File: config.mk
export PLATFORM = sky130hd
export DESIGN_NAME = rtc_ser_slave
export DESIGN_NICKNAME = d
export VERILOG_FILES = /design/src/rtl/rtc_ser_pkg.sv /design/src/rtl/rtc_ser_sync.sv /design/src/rtl/rtc_ser_engine.sv /design/src/rtl/rtc_ser_regs.sv /design/src/rtl/rtc_ser_slave.sv
export SDC_FILE = /design/constraint.sdc
export NUM_CORES = 1
export LEC_CHECK = 0
export ABC_AREA = 1
export CAP_MARGIN = 20
export CORE_MARGIN = 10
export CORE_UTILIZATION = 41
export CTS_BUF_LIST = sky130_fd_sc_hd__clkbuf_4
export CTS_CLUSTER_DIAMETER = 150
export DETAILED_ROUTE_END_ITERATION = 10
export GPL_ROUTABILITY_DRIVEN = 0
export PLACE_DENSITY = 0.68
export RECOVER_POWER = 100
export SLEW_MARGIN = 20
export SYNTH_ARGS = -nofsm -noshare
export SYNTH_HDL_FRONTEND = slang
export SYNTH_SLANG_ARGS = --single-unit
File: constraint.sdc
create_clock -name clk -period 6.1 [get_ports clk]
set_input_delay 1.22 -clock clk [delete_from_list [all_inputs] [get_ports clk]]
set_output_delay 1.22 -clock clk [all_outputs]
set_load 0.01 [all_outputs]
File: src/rtl/rtc_ser_pkg.sv
// Shared constants and types for the serial RTC register slave.
// Assumes a five-bit register address space per register bank.
package rtc_ser_pkg;
    localparam int ADDR_W = 5;
    localparam logic [ADDR_W-1:0] BURST_ADDR   = 5'h1F;
    localparam logic [ADDR_W-1:0] CTRL_ADDR    = 5'h07;
    localparam logic [ADDR_W-1:0] TRICKLE_ADDR = 5'h08;
    localparam int NUM_TIME = 7;

    typedef enum logic [1:0] {
        ST_CMD,
        ST_WR,
        ST_RD,
        ST_DONE
    } xfer_st_t;
endpackage

File: src/rtl/rtc_ser_sync.sv
// Multi-bit synchronizer chain for slow asynchronous serial inputs.
// Assumes each input bit changes far less often than clk toggles.
module rtc_ser_sync #(
    parameter int W      = 3,
    parameter int STAGES = 2
) (
    input  logic         clk,
    input  logic         rst_n,
    input  logic [W-1:0] d,
    output logic [W-1:0] q
);
    logic [W-1:0] pipe [STAGES];

    // First stage captures the raw inputs.
    always_ff @(posedge clk) begin
        if (!rst_n) pipe[0] <= '0;
        else        pipe[0] <= d;
    end

    for (genvar k = 1; k < STAGES; k++) begin : g_stage
        // Each further stage re-registers the previous one.
        always_ff @(posedge clk) begin
            if (!rst_n) pipe[k] <= '0;
            else        pipe[k] <= pipe[k-1];
        end
    end

    assign q = pipe[STAGES-1];
endmodule

File: src/rtl/rtc_ser_engine.sv
// Serial protocol engine: decodes the command byte, shifts data in on
// rising sclk and out on falling sclk, LSB first, steps burst addresses.
// Assumes ce_s/sdi_s are synchronized and rise/fall are one-cycle pulses.
module rtc_ser_engine
    import rtc_ser_pkg::*;
#(
    parameter int RAM_DEPTH = 31
) (
    input  logic              clk,
    input  logic              rst_n,
    input  logic              ce_s,
    input  logic              sdi_s,
    input  logic              rise,
    input  logic              fall,
    input  logic [7:0]        rd_data,
    output logic [ADDR_W-1:0] rd_addr,
    output logic              rd_ram,
    output logic              burst,
    output logic              wr_stb,
    output logic [ADDR_W-1:0] wr_addr,
    output logic              wr_ram,
    output logic [7:0]        wr_data,
    output logic              sdo
);
    localparam logic [ADDR_W-1:0] RAM_LAST = ADDR_W'(RAM_DEPTH - 1);

    xfer_st_t          st;
    logic [2:0]        bcnt, ocnt;
    logic [6:0]        sh, tx;
    logic [ADDR_W-1:0] a_q;
    logic              ram_q, burst_q, sdo_q;
    logic [7:0]        byte_in;
    logic [ADDR_W-1:0] nxt;

    assign byte_in = {sdi_s, sh};

    // Next burst address with wrap inside the selected space.
    always_comb begin
        if (ram_q) nxt = (a_q == RAM_LAST)  ? '0 : a_q + 1'b1;
        else       nxt = (a_q == CTRL_ADDR) ? '0 : a_q + 1'b1;
    end

    // Transaction state, shift registers and output bit.
    always_ff @(posedge clk) begin
        if (!rst_n) begin
            st <= ST_CMD; bcnt <= '0; ocnt <= '0; sh <= '0; tx <= '0;
            a_q <= '0; ram_q <= 1'b0; burst_q <= 1'b0; sdo_q <= 1'b0;
            wr_stb <= 1'b0; wr_addr <= '0; wr_ram <= 1'b0; wr_data <= '0;
        end else begin
            wr_stb <= 1'b0;
            if (!ce_s) begin
                st <= ST_CMD; bcnt <= '0; ocnt <= '0; sdo_q <= 1'b0;
            end else begin
                if (rise && (st == ST_CMD || st == ST_WR)) begin
                    sh   <= byte_in[7:1];
                    bcnt <= bcnt + 3'd1;
                    if (bcnt == 3'd7) begin
                        if (st == ST_CMD) begin
                            if (!byte_in[7]) begin
                                st <= ST_DONE;
                            end else begin
                                ram_q   <= byte_in[6];
                                burst_q <= (byte_in[5:1] == BURST_ADDR);
                                a_q     <= (byte_in[5:1] == BURST_ADDR) ? '0 : byte_in[5:1];
                                st      <= byte_in[0] ? ST_RD : ST_WR;
                                ocnt    <= '0;
                            end
                        end else begin
                            wr_stb  <= 1'b1;
                            wr_addr <= a_q;
                            wr_ram  <= ram_q;
                            wr_data <= byte_in;
                            if (burst_q) a_q <= nxt;
                            else         st  <= ST_DONE;
                        end
                    end
                end
                if (fall) begin
                    if (st == ST_RD) begin
                        if (ocnt == 3'd0) begin
                            sdo_q <= rd_data[0];
                            tx    <= rd_data[7:1];
                        end else begin
                            sdo_q <= tx[0];
                            tx    <= {1'b0, tx[6:1]};
                        end
                        ocnt <= ocnt + 3'd1;
                        if (ocnt == 3'd7) begin
                            if (burst_q) a_q <= nxt;
                            else         st  <= ST_DONE;
                        end
                    end else begin
                        sdo_q <= 1'b0;
                    end
                end
            end
        end
    end

    assign rd_addr = a_q;
    assign rd_ram  = ram_q;
    assign burst   = burst_q;
    assign sdo     = sdo_q;
endmodule

File: src/rtl/rtc_ser_regs.sv
// Register file: seven time registers, write lock, charge setting, scratch RAM.
// Serial writes honour the lock except for control; host writes bypass it.
// Assumes host writes never coincide with a serial write strobe.
module rtc_ser_regs
    import rtc_ser_pkg::*;
#(
    parameter int RAM_DEPTH = 31
) (
    input  logic              clk,
    input  logic              rst_n,
    input  logic              wr_stb,
    input  logic [ADDR_W-1:0] wr_addr,
    input  logic              wr_ram,
    input  logic [7:0]        wr_data,
    input  logic [ADDR_W-1:0] rd_addr,
    input  logic              rd_ram,
    output logic [7:0]        rd_data,
    input  logic              host_we,
    input  logic [2:0]        host_addr,
    input  logic [7:0]        host_wdata,
    output logic [7:0]        host_rdata,
    output logic              wp
);
    localparam logic [ADDR_W-1:0] RAM_LIM  = ADDR_W'(RAM_DEPTH);
    localparam logic [ADDR_W-1:0] TIME_LIM = ADDR_W'(NUM_TIME);

    logic [7:0] tm  [NUM_TIME];
    logic [7:0] ram [RAM_DEPTH];
    logic [7:0] tc;
    logic       wp_q;
    logic       ser_ok;

    assign ser_ok = wr_stb && (!wp_q || (!wr_ram && wr_addr == CTRL_ADDR));

    // Storage update: serial writes first, host port last so it wins.
    always_ff @(posedge clk) begin
        if (!rst_n) begin
            for (int i = 0; i < NUM_TIME; i++)  tm[i]  <= '0;
            for (int i = 0; i < RAM_DEPTH; i++) ram[i] <= '0;
            tc   <= '0;
            wp_q <= 1'b1;
        end else begin
            if (ser_ok) begin
                if (wr_ram) begin
                    if (wr_addr < RAM_LIM) ram[wr_addr] <= wr_data;
                end else if (wr_addr < TIME_LIM) begin
                    tm[wr_addr[2:0]] <= wr_data;
                end else if (wr_addr == CTRL_ADDR) begin
                    wp_q <= wr_data[7];
                end else if (wr_addr == TRICKLE_ADDR) begin
                    tc <= wr_data;
                end
            end
            if (host_we) begin
                if (host_addr == 3'd7) wp_q <= host_wdata[7];
                else                   tm[host_addr] <= host_wdata;
            end
        end
    end

    // Serial read mux over both spaces; holes read as zero.
    always_comb begin
        rd_data = '0;
        if (rd_ram) begin
            if (rd_addr < RAM_LIM) rd_data = ram[rd_addr];
        end else if (rd_addr < TIME_LIM) begin
            rd_data = tm[rd_addr[2:0]];
        end else if (rd_addr == CTRL_ADDR) begin
            rd_data = {wp_q, 7'b0};
        end else if (rd_addr == TRICKLE_ADDR) begin
            rd_data = tc;
        end
    end

    // Host read mux over the clock registers.
    always_comb begin
        if (host_addr == 3'd7) host_rdata = {wp_q, 7'b0};
        else                   host_rdata = tm[host_addr];
    end

    assign wp = wp_q;
endmodule

File: src/rtl/rtc_ser_slave.sv
// Top of the serial RTC register slave: synchronizes the serial pins,
// detects sclk edges and joins the protocol engine to the register file.
// Assumes clk is at least ~20x faster than sclk.
module rtc_ser_slave
    import rtc_ser_pkg::*;
#(
    parameter int RAM_DEPTH   = 31,
    parameter int SYNC_STAGES = 2
) (
    input  logic       clk,
    input  logic       rst_n,
    input  logic       ce,
    input  logic       sclk,
    input  logic       sdi,
    output logic       sdo,
    input  logic       host_we,
    input  logic [2:0] host_addr,
    input  logic [7:0] host_wdata,
    output logic [7:0] host_rdata
);
    logic [2:0]        pins_s;
    logic              ce_s, sclk_s, sdi_s, sclk_d, rise, fall;
    logic [7:0]        rd_data, wr_data;
    logic [ADDR_W-1:0] rd_addr, wr_addr;
    logic              rd_ram, wr_ram, wr_stb, burst, wp;

    rtc_ser_sync #(.W(3), .STAGES(SYNC_STAGES)) u_sync (
        .clk(clk), .rst_n(rst_n), .d({ce, sclk, sdi}), .q(pins_s)
    );
    assign {ce_s, sclk_s, sdi_s} = pins_s;

    // Delayed copy of synchronized sclk for edge detection.
    always_ff @(posedge clk) begin
        if (!rst_n) sclk_d <= 1'b0;
        else        sclk_d <= sclk_s;
    end
    assign rise = sclk_s & ~sclk_d;
    assign fall = ~sclk_s & sclk_d;

    rtc_ser_engine #(.RAM_DEPTH(RAM_DEPTH)) u_eng (
        .clk(clk), .rst_n(rst_n), .ce_s(ce_s), .sdi_s(sdi_s),
        .rise(rise), .fall(fall), .rd_data(rd_data),
        .rd_addr(rd_addr), .rd_ram(rd_ram), .burst(burst),
        .wr_stb(wr_stb), .wr_addr(wr_addr), .wr_ram(wr_ram),
        .wr_data(wr_data), .sdo(sdo)
    );

    rtc_ser_regs #(.RAM_DEPTH(RAM_DEPTH)) u_regs (
        .clk(clk), .rst_n(rst_n), .wr_stb(wr_stb), .wr_addr(wr_addr),
        .wr_ram(wr_ram), .wr_data(wr_data), .rd_addr(rd_addr),
        .rd_ram(rd_ram), .rd_data(rd_data), .host_we(host_we),
        .host_addr(host_addr), .host_wdata(host_wdata),
        .host_rdata(host_rdata), .wp(wp)
    );
endmodule

# Word level (Yosys, flattened, before mapping)
# Memory sizes are Yosys's and may differ from the RTL's. A register that Yosys moved wholly into a read port is not among the register bits.
# Index checks and enable logic that the tools add are counted.
# word_totals
ram_bits	310
wordCells	142
mem_count	3
reg_bits	55
in_bits	17
# memory_table
memory	depth	word_bits	read_ports	rd_clocked_by_memory_dff	wr	line	source
u_regs.ram	31	8	1	1	31	rtc_ser_regs.sv:28	logic [7:0] ram [RAM_DEPTH];
u_regs.tm	7	8	2	1	7	rtc_ser_regs.sv:27	logic [7:0] tm [NUM_TIME];
u_sync.pipe	2	3	2	0	2	rtc_ser_sync.sv:12	logic [W-1:0] pipe [STAGES];
# op_classes
order_cmp	4
addsub	3
bitwise	10
mux	76
reduce_logical	19
eq_ne	11
# op_table
operator	n
$mux 5	16
$mux 8	9
$mux 3	12
$mux 1	28
$reduce_or 8->1	3
$mux 2	10
$eq 5x3->1 const B	2
$eq 5x4->1 const B	2
$eq 5x5->1 const B	2
$lt 5x3->1 const B	2
$lt 5x5->1 const B	2
$reduce_and 5->1	2
$eq 3x3->1 const B	3
$reduce_and 4->1	2
$mux 7	1
$add 3x1->3 const B	2
$not 1->1	6
$add 5x1->5 const B	1
$reduce_and 2->1	2
$logic_and 1x1->1	3
$logic_not 3->1	1
$reduce_and 3->1	1
$and 1x1->1	2
$eq 2x1->1 const B	1
5 further kinds	8

# Logic depth before layout (Yosys ltp)
# logic_depth
word_depth	13
depth_mapped	14
ltp_nobuf	11

# Modules after synthesis
# Synthesis repeated with hierarchy kept, for this count alone.
# hier_totals
cells_unflattened	2270
hier_area_um2	19333.5
# modules_own_cells
module	instances	seq_area_each_um2	cells_per_inst	area_per_inst_um2
rtc_ser_regs	1	9759.4	1953	16918.7
rtc_ser_engine	1	900.9	292	2204.6
rtc_ser_sync	1	120.1	18	165.2
rtc_ser_slave	1	20.0	7	45.0

# Worst setup path after synthesis
# Ideal clock, no wire load.
# synth_timing
path_type	input -> output
start	input port host_addr[0]
end	output port host_rdata[0]
stages	7
path_slack_ns	2.614
arrival_ns	2.266
required_time_ns	4.880
cell_sequence	buf_2 > inv_2 > clkbuf_1 > o21ai_0 > o21ai_0 > o21ai_0 > a31oi_1
# synth_via
elab_chain_len	2
# synth_rtl
item	line	source
from (decl)	rtc_ser_slave.sv:17	input logic [2:0] host_addr,
$mem_v2 7x8 or $eq 3x3->1 (tied branches)	n/a	
$mux 8 *	rtc_ser_regs.sv:77	if (host_addr == 3'd7) host_rdata = {wp_q, 7'b0};
to (decl)	rtc_ser_slave.sv:19	output logic [7:0] host_rdata
# Every way passes the cells marked *; elsewhere a longest branch is shown, timed or not.

# Worst setup path in the final report
# layout_timing
start	input port host_addr[1]
end	output port host_rdata[6]
# The elaborated chain is that of the path after synthesis.

==> results.tsv <==
metric	value	unit
final instance area	0.0208	sq mm
CP bufs+invs	3	
CP arrival	4050	ps
largest net degree at the start of global routing	100	
most frequent CP cell	o21ai_0	
Initial Util	0.416	
area fraction of the dominant cell type after synthesis	0.507	
Adder-Cell Fraction of Synth Area	0.00528	
Setup TNS	0	ps
top area cells in the synthesized netlist	edfxtp_1, nand2_1, dfxtp_1, nor2_1, nand3_1	
global route overflow	0	
worst endpoint required time	4880	ps
CTS tree	built	
Worst setup EP type	output port	
hold_ws	411	ps
Final Skew	80.4	ps
Vias	16300	
CP peak stage delay	930	ps
Worst setup SP type	input port	
status	complete, but fails checks	
1st-iter DRT viols	2035	
post-synthesis compound-gate area fraction	0.0775	
Seq/Total Area, Yosys	0.576	
Final Hold Fails	0	
layout cells sized above 1	0.0744	
cts bufs inserted	101	
Pwr Density	270	mW/mm^2
Cell Area, Synth	0.0190	sq mm
post-CTS setup buffers	0	
RSZ-0062 raised after global routing	no	
leading area contributor after synthesis	edfxtp_1	
Rel. slew slack	-0.969	
std cell rows	78	
endpoints failing setup	0	
CTS sink cnt	386	
Final Util	0.457	
Post-synth EDFFs	320	
Reg area	0.0109	sq mm
Max clock buf depth	3	
Post-Synth XOR/XNOR Area	0.000923	
Die ar.	0.0553	sq mm
Crit Path Max Fanout	23	
CP Class	in -> out	
Yosys warning count	0	
post-synthesis simple-gate area fraction	0.275	
FILL cells	4415	
vias in the first global route	15400	
DIE WIDTH	235	microns
Hold WC Path Type	reg -> reg	
Max rail drop VDD	166	uV
Post-Route WL	54400	microns
FFs w/ async S/R, synth	0	
# IOs	26	
failing checks	max-capacitance violations, max-slew violations	
maxcap violations	4	
CP delay by family, top	buffers and inverters	
initial antenna violation count	1	
Core Area	0.0456	sq mm
ANT nets after route	0	
fmax	190	MHz
gr usage total	0.189	
Slowest-stage cell, CP	dlygate4sd3_1	
overall power	5.62	mW
Slew @ Worst Pin	2950	ps
drt first pass iters	6	
Area after DPL	0.0197	sq mm
flops & latches, synth	386	
Worst-Skew Late Latency	830	ps
commonest non-fill, non-tap cell in the layout	nand2_1	
vias per inst	5.46	
H-tree depth	3	
mux cell area share after synthesis	0	
nets	2331	
crit path cell chain	dlygate4sd3_1, inv_1, a21oi_1, o21ai_0, o21ai_0, o21ai_0, a31oi_1, dlygate4sd3_1	
post-layout min period	5270	ps
predominant post-synthesis flop cell	edfxtp_1	
Root Driver	clkbuf_4	
DRC Markers	0	
die height	235	microns
Mapped Cells	2268	
largest family of logic cells by synthesized area	simple AND/OR/NAND/NOR gates	
area of the multi-input gates	0.00674	sq mm
Clock Pin Slew Worst Setup and Hold Paths	60	ps
Post-CTS Resized	0	
Avg WL per Cell	18.3	microns
DP HPWL	34600	microns
most frequent cells in the layout	nand2_1, nor2_1, edfxtp_1	
first-pass GRT wire length	84000	microns
post-synth cell types	34	
Leakage	8.06	nW
hold_buf cts	0	
fin crit share	0.864	
post-synthesis average cell area	8.36	sq um
Layout area overhead	9.84	%
I/O Buffers	25	
max-slew violations	148	
[sequential cells by signal, summed over array words and instances, names as in the netlist, named ones only]
| register | cells |
|---|---|
| u_regs.wp | 1 |
| u_eng.wr_stb | 1 |
| u_eng.burst | 1 |
| u_eng.bcnt | 3 |
| u_eng.sh | 7 |
| u_sync.pipe | 6 |
| u_eng.tx | 7 |
| u_eng.wr_addr | 5 |
| u_eng.rd_ram | 1 |
| u_regs.ram | 256 |
| u_eng.ocnt | 3 |
| u_eng.st | 2 |
| u_eng.sdo | 1 |
| u_eng.wr_ram | 1 |
| u_eng.wr_data | 8 |
| sclk_d | 1 |
| u_regs.tc | 8 |
| u_regs.tm | 64 |
| u_eng.rd_addr | 5 |
[final timing paths]
path,start,to,slack [ps],cells after the start
hold / removal,u_sync.pipe[0][0],u_sync.pipe[1][0],410,2
setup / recovery,host_addr[1],host_rdata[6],830,8
setup reg to reg,register,u_eng.sdo,1160,12
hold reg to reg,u_sync.pipe[0][0],u_sync.pipe[1][0],410,2
[cell families (layout without fill, tap and decap cells)]
family,count (synthesis),after routing
flip-flops,386,386
other,1,17
adder cells (fa/ha/maj),8,8
XOR/XNOR,2,2
AO/OA/AOI/OAI,272,272
buffers and inverters,324,420
AND/OR/NAND/NOR,1275,1275
[worst min-delay path: cells and delay by family, from the launching register on]
family | cells | cell delay, ps
flip-flops | 1 | 300
AND/OR/NAND/NOR | 1 | 50
buffers and inverters | 1 | 40
[layer usage]
layer  part of all wire  global-route usage  routed length, microns  vias to the layer above
met2               0.46               0.299                   25200                      889
met5                  0                   0                       0                        -
met1               0.40               0.242                   21600                     7614
met3               0.10              0.0412                    5620                      180
met4              0.036              0.0865                    1940                        0
li1                   -                   -                       -                     7594
[stage by stage]
stage | std cells | setup WS [ps]
4_1_cts | 2979 | 1270
3_3_place_gp | 2803 | 1320
2_1_floorplan | 2283 | 2610
5_1_grt | 2980 | 722
3_5_place_dp | 2803 | 1280
6_report | 2980 | 830
[cell usage after synthesis (11+ instances only)]
cell	instances
a31oi_1	11
clkbuf_1	103
clkinv_1	11
nand2_2	31
o21ai_0	121
nand3_1	234
nor3_1	11
a21oi_1	97
edfxtp_1	320
dfxtp_1	66
nand2_1	644
o22ai_1	19
inv_1	184
nor2_1	346
buf_1	15
[where the power goes]
part / internal [mW] / leakage [nW] / switching [mW]
Clock: 1.19 / 0.767 / 1.06
Sequential: 2.96 / 3.59 / 0.0529
Combinational: 0.103 / 3.70 / 0.246
[layout make-up]
class	count	area share
multi-input cells	1573	0.324
well taps	600	0.0360
diodes	1	0.000120
repair buffers	45	0.0182
clock inverters	28	0.00811
inverters	199	0.0359
clock buffers	148	0.0533
flip-flops and latches	386	0.525
No activity file was read; power rests on OpenSTA's default activity.
